[config.mk]
export PLATFORM = sky130hd
export DESIGN_NAME = spi_reg_slave
export DESIGN_NICKNAME = d
export VERILOG_FILES = /design/src/rtl/spi_regs_pkg.sv /design/src/rtl/spi_reg_frame.sv /design/src/rtl/spi_reg_bank.sv /design/src/rtl/spi_reg_slave.sv
export SDC_FILE = /design/constraint.sdc
export NUM_CORES = 1
export LEC_CHECK = 0
export ABC_AREA = 0
export BUFFER_PORTS_ARGS = -buffer_cell sky130_fd_sc_hd__buf_2
export CORE_ASPECT_RATIO = 1.4
export CORE_MARGIN = 5
export CORE_UTILIZATION = 59
export CTS_BUF_LIST = sky130_fd_sc_hd__clkbuf_4 sky130_fd_sc_hd__clkbuf_8
export CTS_CLUSTER_DIAMETER = 100
export DETAILED_ROUTE_END_ITERATION = 8
export GPL_TIMING_DRIVEN = 1
export PLACE_DENSITY = 0.81
export SYNTH_ARGS = -nofsm -noshare
export SYNTH_HDL_FRONTEND = slang
export SYNTH_SLANG_ARGS = --single-unit
[constraint.sdc]
create_clock -name clk -period 2.3 [get_ports clk]
set_input_delay 0.23 -clock clk [delete_from_list [all_inputs] [get_ports clk]]
set_output_delay 0.23 -clock clk [all_outputs]
set_load 0.05 [all_outputs]
[src/rtl/spi_regs_pkg.sv]
// Package: shared constants, frame phase type and register reset values.
// Assumes an 8-bit instruction of {rw, count[1:0], addr[4:0]}.
package spi_regs_pkg;
    localparam int ADDR_W  = 5;
    localparam int DATA_W  = 8;
    localparam int CNT_W   = 2;
    localparam int NREG    = 1 << ADDR_W;
    localparam int BIT_W   = $clog2(DATA_W);

    // Configuration bit positions in register 00h
    localparam int CFG_WIRE4 = 7;
    localparam int CFG_LSB   = 6;
    localparam int CFG_SRST  = 5;

    typedef enum logic [1:0] {
        PH_INSTR = 2'd0,
        PH_DATA  = 2'd1,
        PH_DONE  = 2'd2
    } phase_t;

    // Power-on value of a register: 00h is zero, others {101b, address}
    function automatic logic [DATA_W-1:0] reg_default(input logic [ADDR_W-1:0] a);
        return (a == '0) ? '0 : {3'b101, a};
    endfunction
endpackage

[src/rtl/spi_reg_frame.sv]
// Frame controller: counts serial bits, assembles bytes in the selected
// order, decodes the instruction, steps the address and issues writes.
// Assumes sclk_rise is a one-clock pulse and cs_n is already synchronous.
module spi_reg_frame
    import spi_regs_pkg::*;
#(
    parameter int AW = ADDR_W
) (
    input  logic              clk,
    input  logic              rst_n,
    input  logic              sclk_rise,
    input  logic              cs_n,
    input  logic              din,
    input  logic              cfg_lsb,
    output phase_t            phase,
    output logic              rw,
    output logic [BIT_W-1:0]  bit_cnt,
    output logic [AW-1:0]     addr,
    output logic              wr_en,
    output logic [AW-1:0]     wr_addr,
    output logic [DATA_W-1:0] wr_data
);
    logic [DATA_W-1:0] shreg;
    logic [DATA_W-1:0] nxt;
    logic [CNT_W-1:0]  left;
    logic              byte_end;
    logic              step_lsb;
    logic [AW-1:0]     step_addr;

    // Next shift value in the current bit order
    assign nxt = cfg_lsb ? {din, shreg[DATA_W-1:1]} : {shreg[DATA_W-2:0], din};
    assign byte_end = sclk_rise && !cs_n && (bit_cnt == BIT_W'(DATA_W-1));

    // Write strobe towards the register bank at the end of a data byte
    assign wr_en   = byte_end && (phase == PH_DATA) && !rw;
    assign wr_addr = addr;
    assign wr_data = nxt;

    // Step direction honours a bit order written by this very byte
    assign step_lsb  = (wr_en && addr == '0) ? nxt[CFG_LSB] : cfg_lsb;
    assign step_addr = step_lsb ? addr + 1'b1 : addr - 1'b1;

    // Phase, bit count, instruction fields and address sequencing
    always_ff @(posedge clk) begin
        if (!rst_n) begin
            phase   <= PH_INSTR;
            bit_cnt <= '0;
            shreg   <= '0;
            rw      <= 1'b0;
            left    <= '0;
            addr    <= '0;
        end else if (cs_n) begin
            phase   <= PH_INSTR;
            bit_cnt <= '0;
        end else if (sclk_rise && phase != PH_DONE) begin
            shreg   <= nxt;
            bit_cnt <= bit_cnt + 1'b1;
            if (byte_end) begin
                if (phase == PH_INSTR) begin
                    rw    <= nxt[7];
                    left  <= nxt[6:5];
                    addr  <= nxt[AW-1:0];
                    phase <= PH_DATA;
                end else begin
                    addr <= step_addr;
                    if (left == '0) phase <= PH_DONE;
                    else            left  <= left - 1'b1;
                end
            end
        end
    end

    // Shift state only moves on a rising serial edge
    assert_hold_between_edges_R9: assert property (@(posedge clk) disable iff (!rst_n)
        (!cs_n && !sclk_rise) |=> ($stable(bit_cnt) && $stable(shreg)));

    // Deselect returns to the instruction phase at bit zero
    assert_abort_to_instr_R10: assert property (@(posedge clk) disable iff (!rst_n)
        cs_n |=> (phase == PH_INSTR && bit_cnt == '0));

    // Once the byte count is used up, nothing moves until deselect
    assert_done_sticky_R11: assert property (@(posedge clk) disable iff (!rst_n)
        (phase == PH_DONE && !cs_n) |=> (phase == PH_DONE && $stable(addr)));

    // Address wraps downward from 00h in most-significant-first order
    assert_wrap_down_R5: assert property (@(posedge clk) disable iff (!rst_n)
        (byte_end && phase == PH_DATA && addr == '0 && !step_lsb) |=> (addr == '1));

    // Address wraps upward from 1Fh in least-significant-first order
    assert_wrap_up_R5: assert property (@(posedge clk) disable iff (!rst_n)
        (byte_end && phase == PH_DATA && addr == '1 && step_lsb) |=> (addr == '0));
endmodule

[src/rtl/spi_reg_bank.sv]
// Register bank: configuration register 00h plus 31 data registers with
// per-address defaults; soft reset restores the data registers only.
// Assumes one write strobe per data byte from the frame controller.
module spi_reg_bank
    import spi_regs_pkg::*;
#(
    parameter int AW = ADDR_W,
    parameter int NR = NREG
) (
    input  logic              clk,
    input  logic              rst_n,
    input  logic              wr_en,
    input  logic [AW-1:0]     wr_addr,
    input  logic [DATA_W-1:0] wr_data,
    input  logic [AW-1:0]     rd_addr,
    output logic [DATA_W-1:0] rd_data,
    output logic              cfg_lsb,
    output logic              cfg_wire4
);
    localparam int BANK_W = NR * DATA_W;

    logic [BANK_W-1:0] bank;
    logic              cfg_wr;
    logic              soft_rst;

    assign cfg_wr   = wr_en && (wr_addr == '0);
    assign soft_rst = cfg_wr && wr_data[CFG_SRST];

    // Configuration bits update on the write that ends the byte
    always_ff @(posedge clk) begin
        if (!rst_n) begin
            cfg_lsb   <= 1'b0;
            cfg_wire4 <= 1'b0;
        end else if (cfg_wr) begin
            cfg_lsb   <= wr_data[CFG_LSB];
            cfg_wire4 <= wr_data[CFG_WIRE4];
        end
    end

    assign bank[DATA_W-1:0] = {cfg_wire4, cfg_lsb, {(DATA_W-2){1'b0}}};

    for (genvar g = 1; g < NR; g++) begin : g_reg
        localparam logic [DATA_W-1:0] DEF = reg_default(AW'(g));
        logic [DATA_W-1:0] val;

        // One data register: reset or soft reset to default, else write
        always_ff @(posedge clk) begin
            if (!rst_n)                              val <= DEF;
            else if (soft_rst)                       val <= DEF;
            else if (wr_en && wr_addr == AW'(g))     val <= wr_data;
        end

        assign bank[g*DATA_W +: DATA_W] = val;

        assert_soft_reset_value_R7: assert property (@(posedge clk) disable iff (!rst_n)
            soft_rst |=> (val == DEF));
    end

    assign rd_data = bank[{rd_addr, {BIT_W{1'b0}}} +: DATA_W];

    // Configuration only changes through a write to 00h
    assert_cfg_hold_R6: assert property (@(posedge clk) disable iff (!rst_n)
        !cfg_wr |=> ($stable(cfg_lsb) && $stable(cfg_wire4)));

    // Soft reset keeps the written port configuration
    assert_soft_reset_keeps_cfg_R7: assert property (@(posedge clk) disable iff (!rst_n)
        soft_rst |=> (cfg_lsb == $past(wr_data[CFG_LSB]) && cfg_wire4 == $past(wr_data[CFG_WIRE4])));
endmodule

[src/rtl/spi_reg_slave.sv]
// Top level: edge detection on sclk, frame controller, register bank and
// read-data driver with separate enables for the two wiring modes.
// Assumes sclk, cs_n and sdio_in are synchronous to clk; sclk idles low.
module spi_reg_slave
    import spi_regs_pkg::*;
(
    input  logic clk,
    input  logic rst_n,
    input  logic sclk,
    input  logic cs_n,
    input  logic sdio_in,
    output logic sdio_out,
    output logic sdio_oe,
    output logic sdo,
    output logic sdo_oe
);
    logic              sclk_q;
    logic              sclk_rise;
    logic              sclk_fall;
    phase_t            phase;
    logic              rw;
    logic [BIT_W-1:0]  bit_cnt;
    logic [ADDR_W-1:0] addr;
    logic              wr_en;
    logic [ADDR_W-1:0] wr_addr;
    logic [DATA_W-1:0] wr_data;
    logic [DATA_W-1:0] rd_data;
    logic              cfg_lsb;
    logic              cfg_wire4;
    logic              out_q;
    logic              reading;
    logic              out_bit;

    assign sclk_rise = sclk && !sclk_q;
    assign sclk_fall = !sclk && sclk_q;

    spi_reg_frame #(.AW(ADDR_W)) u_frame (
        .clk      (clk),
        .rst_n    (rst_n),
        .sclk_rise(sclk_rise),
        .cs_n     (cs_n),
        .din      (sdio_in),
        .cfg_lsb  (cfg_lsb),
        .phase    (phase),
        .rw       (rw),
        .bit_cnt  (bit_cnt),
        .addr     (addr),
        .wr_en    (wr_en),
        .wr_addr  (wr_addr),
        .wr_data  (wr_data)
    );

    spi_reg_bank #(.AW(ADDR_W), .NR(NREG)) u_bank (
        .clk      (clk),
        .rst_n    (rst_n),
        .wr_en    (wr_en),
        .wr_addr  (wr_addr),
        .wr_data  (wr_data),
        .rd_addr  (addr),
        .rd_data  (rd_data),
        .cfg_lsb  (cfg_lsb),
        .cfg_wire4(cfg_wire4)
    );

    // Bit of the current read byte selected by order and bit count
    assign out_bit = cfg_lsb ? rd_data[bit_cnt] : rd_data[BIT_W'(DATA_W-1) - bit_cnt];
    assign reading = !cs_n && (phase == PH_DATA) && rw;

    // Serial clock history and read bit launched on the falling edge
    always_ff @(posedge clk) begin
        if (!rst_n) begin
            sclk_q <= 1'b0;
            out_q  <= 1'b0;
        end else begin
            sclk_q <= sclk;
            if (sclk_fall && reading) out_q <= out_bit;
        end
    end

    assign sdo      = out_q;
    assign sdio_out = out_q;
    assign sdo_oe   = reading && cfg_wire4;
    assign sdio_oe  = reading && !cfg_wire4;

    // Read bit holds between falling serial edges
    assert_read_bit_stable_R9: assert property (@(posedge clk) disable iff (!rst_n)
        !sclk_fall |=> $stable(out_q));

    // Only one pin drives read data, and never outside a read phase
    assert_one_driver_R8: assert property (@(posedge clk) disable iff (!rst_n)
        cs_n |=> (!sdo_oe && !sdio_oe));
endmodule

==> impl_results.md <==
- Required @ worst endpoint: 2740 ps
- Layout cell share with drive strength beyond 1: 23.6%
- Final setup skew: 35.4 ps
- CP max FO: 5
- Core box area: 20500 µm²
- Mapped Cells: 1365
- Worst EP arrival: 2810 ps
- Final Setup Violations: 2
- Via count: 10900
- Post-synth EDFFs: 0
- R2R setup slack: -70 ps
- Slew HR: 58.0%
- Hold Path Class: primary input to flop
- CTS max path bufs: 3
- H-tree depth: 2
- Num CTS Buffers: 41
- Place WS: -155 ps
- Most common cell after layout, fill and taps aside: nand2_1
- DP Wirelength: 23.5 mm
- Final Non-Filler Cells: 1732
- Status: complete, but fails checks
- Synthesized Nets: 1380
- Initial antenna violation count: 0
- FF-to-FF Start: u_frame.addr[1]
- Total Power: 0.00926 W
- Yosys cell types: 70
- Die width: 132 µm
- First-pass GRT wire length: 55.8 mm
- Clock Sinks: 273
- Post-placement cell count: 1635
- Failing checks: setup timing
- Top layer in use: met4
- Fmax: 421 MHz
- DRT Pass-1 Iters: 6
- Skew-Pair Late Insertion Delay: 550 ps
- Nets: 1463
- Synthesized area: 12300 µm²
- Max_cap viols: 0
- Placer congestion estimate: 0.984
- YS warnings: 0
- Grt ovf: 0
- PD cells: 627 nW/µm²
- FF+latch count, synth: 273
- Vias in the first global route: 10400
- Met1 wire length: 14.2 mm
- Commonest register cell after synthesis: dfxtp_1
- IO Port Bufs: 8
- CTS root buffer: clkbuf_8
- Final hold vios: 0
- Pleak: 5.18 nW
- IO Count: 9
- Register area share after synthesis: 44.5%
- Met2 WL: 17.5 mm
- Worst-Margin Slew: 617 ps
- GRT Util Overall: 28.7%
- Pin count of the biggest net entering global routing: 61
- Unrepaired setup endpoints after global routing: yes
- Area Growth Syn to Fin: 20.4%
- Final critical-path required period: 2370 ps
- Antenna cells: 0
- Initial core utilization: 59.9%
- Final setup margin: -73.6 ps
- Vias per cell: 6.31
- Post-DR wirelength/cell: 21.0 µm
- Hold WS: 30.4 ps
- Startpoint types: flop
- Final Max Slew Viols: 0
- FP Rows: 62
- Commonest non-fill, non-tap cells in the layout: nand2_1 (271), dfxtp_1 (268), nor2_1 (163), a211oi_1 (118), o21ai_0 (113)
- Post-route ant nets: 0
- Post-route DRC: 0
- Final worst path period share: 103%
- WL final: 36.4 mm
- Reg2reg path depth: 10
- Clock transition at the registers of the reported paths: 70 ps
- Syn Area/Cell: 8.99 µm²
- Maximum vdd ir drop: 0.452 mV
- Reg2reg end: sdio_out
- CP Class: flop to flop
- Die H: 181 µm
- Setup Total Neg Slack: -121 ps
- Die area: 23800 µm²
- Hold EP: u_frame.left[0]
- HP Start: rst_n
- Routed wl met3: 2.80 mm
- CP endpoint kind: flop
- DR iter-0 viols: 1208
- Hold Crit Depth: 2
- CTS tree: yes
- Asr flop ratio synth: 0%
## final cells by class
class                   count  area, µm²
inverters                  10       41.3
clock inverters             3       20.0
fillers                  1410       5710
flip-flops and latches    273       5480
multi-input cells         965       6440
well taps                 256        320
repair buffers            157       1610
clock buffers              68        848
## report_power, final
| part | internal, W | switching, W |
|---|---|---|
| sequential | 0.00473 | 0.0000160 |
| clock | 0.00232 | 0.00184 |
| combinational | 0.000114 | 0.000238 |
| total | 0.00717 | 0.00209 |
## layer usage
metal	vias to the layer above	global-route usage [%]
met3	135	4.94
met4	0	14.7
met5	-	0
li1	5016	-
met2	586	47.2
met1	5192	36.1
## metrics by stage
step / utilization [%] / cell area, µm²
2_1_floorplan: - / 12300
3_3_place_gp: 65.3 / 13400
3_5_place_dp: 65.3 / 13400
4_1_cts: 70.9 / 14500
5_1_grt: 72.1 / 14800
6_report: 72.1 / 14800
## timing repair
item,4_1_cts,5_1_grt
setup endpoints to repair,110,51
pin swaps,6,8
hold buffers,1,0
gates cloned,3,2
resized for setup,22,30
buffers inserted,10,10
hold endpoints to repair,1,0
## kinds of logic after synthesis
logic type | count (synthesis) | share of synthesized area (%)
simple gates | 501 | 17.0
compound gates | 349 | 19.2
flops | 273 | 44.5
buf+inv | 127 | 5.56
mux | 102 | 12.4
fa+ha+maj | 10 | 1.02
xor+xnor | 3 | 0.214
## critical path, cell delays in order (launching register included)
cell and delay (ps):
dfxtp_4 410, buf_12 150, buf_4 130, buf_4 100
mux4_2 530, a21oi_2 260, o2bb2ai_2 160, mux2i_1 100
o21ai_1 190, a211o_1 160, a31oi_1 70
## state kept, by name, summed over array words and instances (netlist names)
| signal | flops |
|---|---|
| u_bank.cfg_wire4 | 1 |
| u_frame.addr | 5 |
| u_frame.phase | 2 |
| u_bank.cfg_lsb | 1 |
| sclk_q | 1 |
| u_frame.rw | 1 |
| u_bank.g.val | 248 |
| u_frame.left | 2 |
| u_frame.shreg | 8 |
| sdio_out | 1 |
| u_frame.bit_cnt | 3 |
## synthesized netlist by cell type, drive strengths merged (2+ instances only)
master | instances | area, µm²
a211o | 7 | 61.3
a211oi | 118 | 886
a21o | 2 | 15.0
a21oi | 19 | 98.9
a221oi | 2 | 17.5
a22oi | 6 | 45.0
a2bb2oi | 3 | 26.3
a311oi | 2 | 17.5
a31oi | 2 | 12.5
a32o | 2 | 20.0
a32oi | 3 | 26.3
and2 | 7 | 43.8
and3 | 2 | 13.8
buf | 72 | 475
clkbuf | 45 | 169
dfxtp | 273 | 5470
ha | 10 | 125
inv | 9 | 33.8
mux2 | 11 | 128
mux2i | 52 | 521
mux4 | 39 | 878
nand2 | 272 | 1020
nand2b | 6 | 37.5
nand3 | 7 | 35.0
nand3b | 3 | 22.5
nor2 | 168 | 631
nor2b | 11 | 68.8
nor3 | 11 | 55.1
nor3b | 3 | 33.8
nor4 | 2 | 33.8
o211ai | 33 | 253
o21ai | 120 | 601
o221a | 2 | 22.5
o221ai | 8 | 82.6
o22ai | 7 | 43.8
o2bb2ai | 4 | 47.6
o311ai | 2 | 17.5
o31ai | 2 | 20.0
or2 | 2 | 12.5
or3b | 2 | 20.0
xnor2 | 2 | 17.5
## worst max path at each step
stage                  startpoint               to  slack (ps)  cells past startpoint
4_1_cts           u_frame.addr[1]         sdio_out         -30                      9
6_report          u_frame.addr[1]         sdio_out         -70                     10
3_5_place_dp      u_frame.addr[0]         sdio_out        -150                      9
3_3_place_gp      u_frame.addr[3]         sdio_out        -130                      9
5_1_grt           u_frame.addr[3]         sdio_out        -110                     10
2_1_floorplan  u_frame.bit_cnt[0]  u_frame.addr[3]         -50                     10
(Power assumes the default switching activity.)
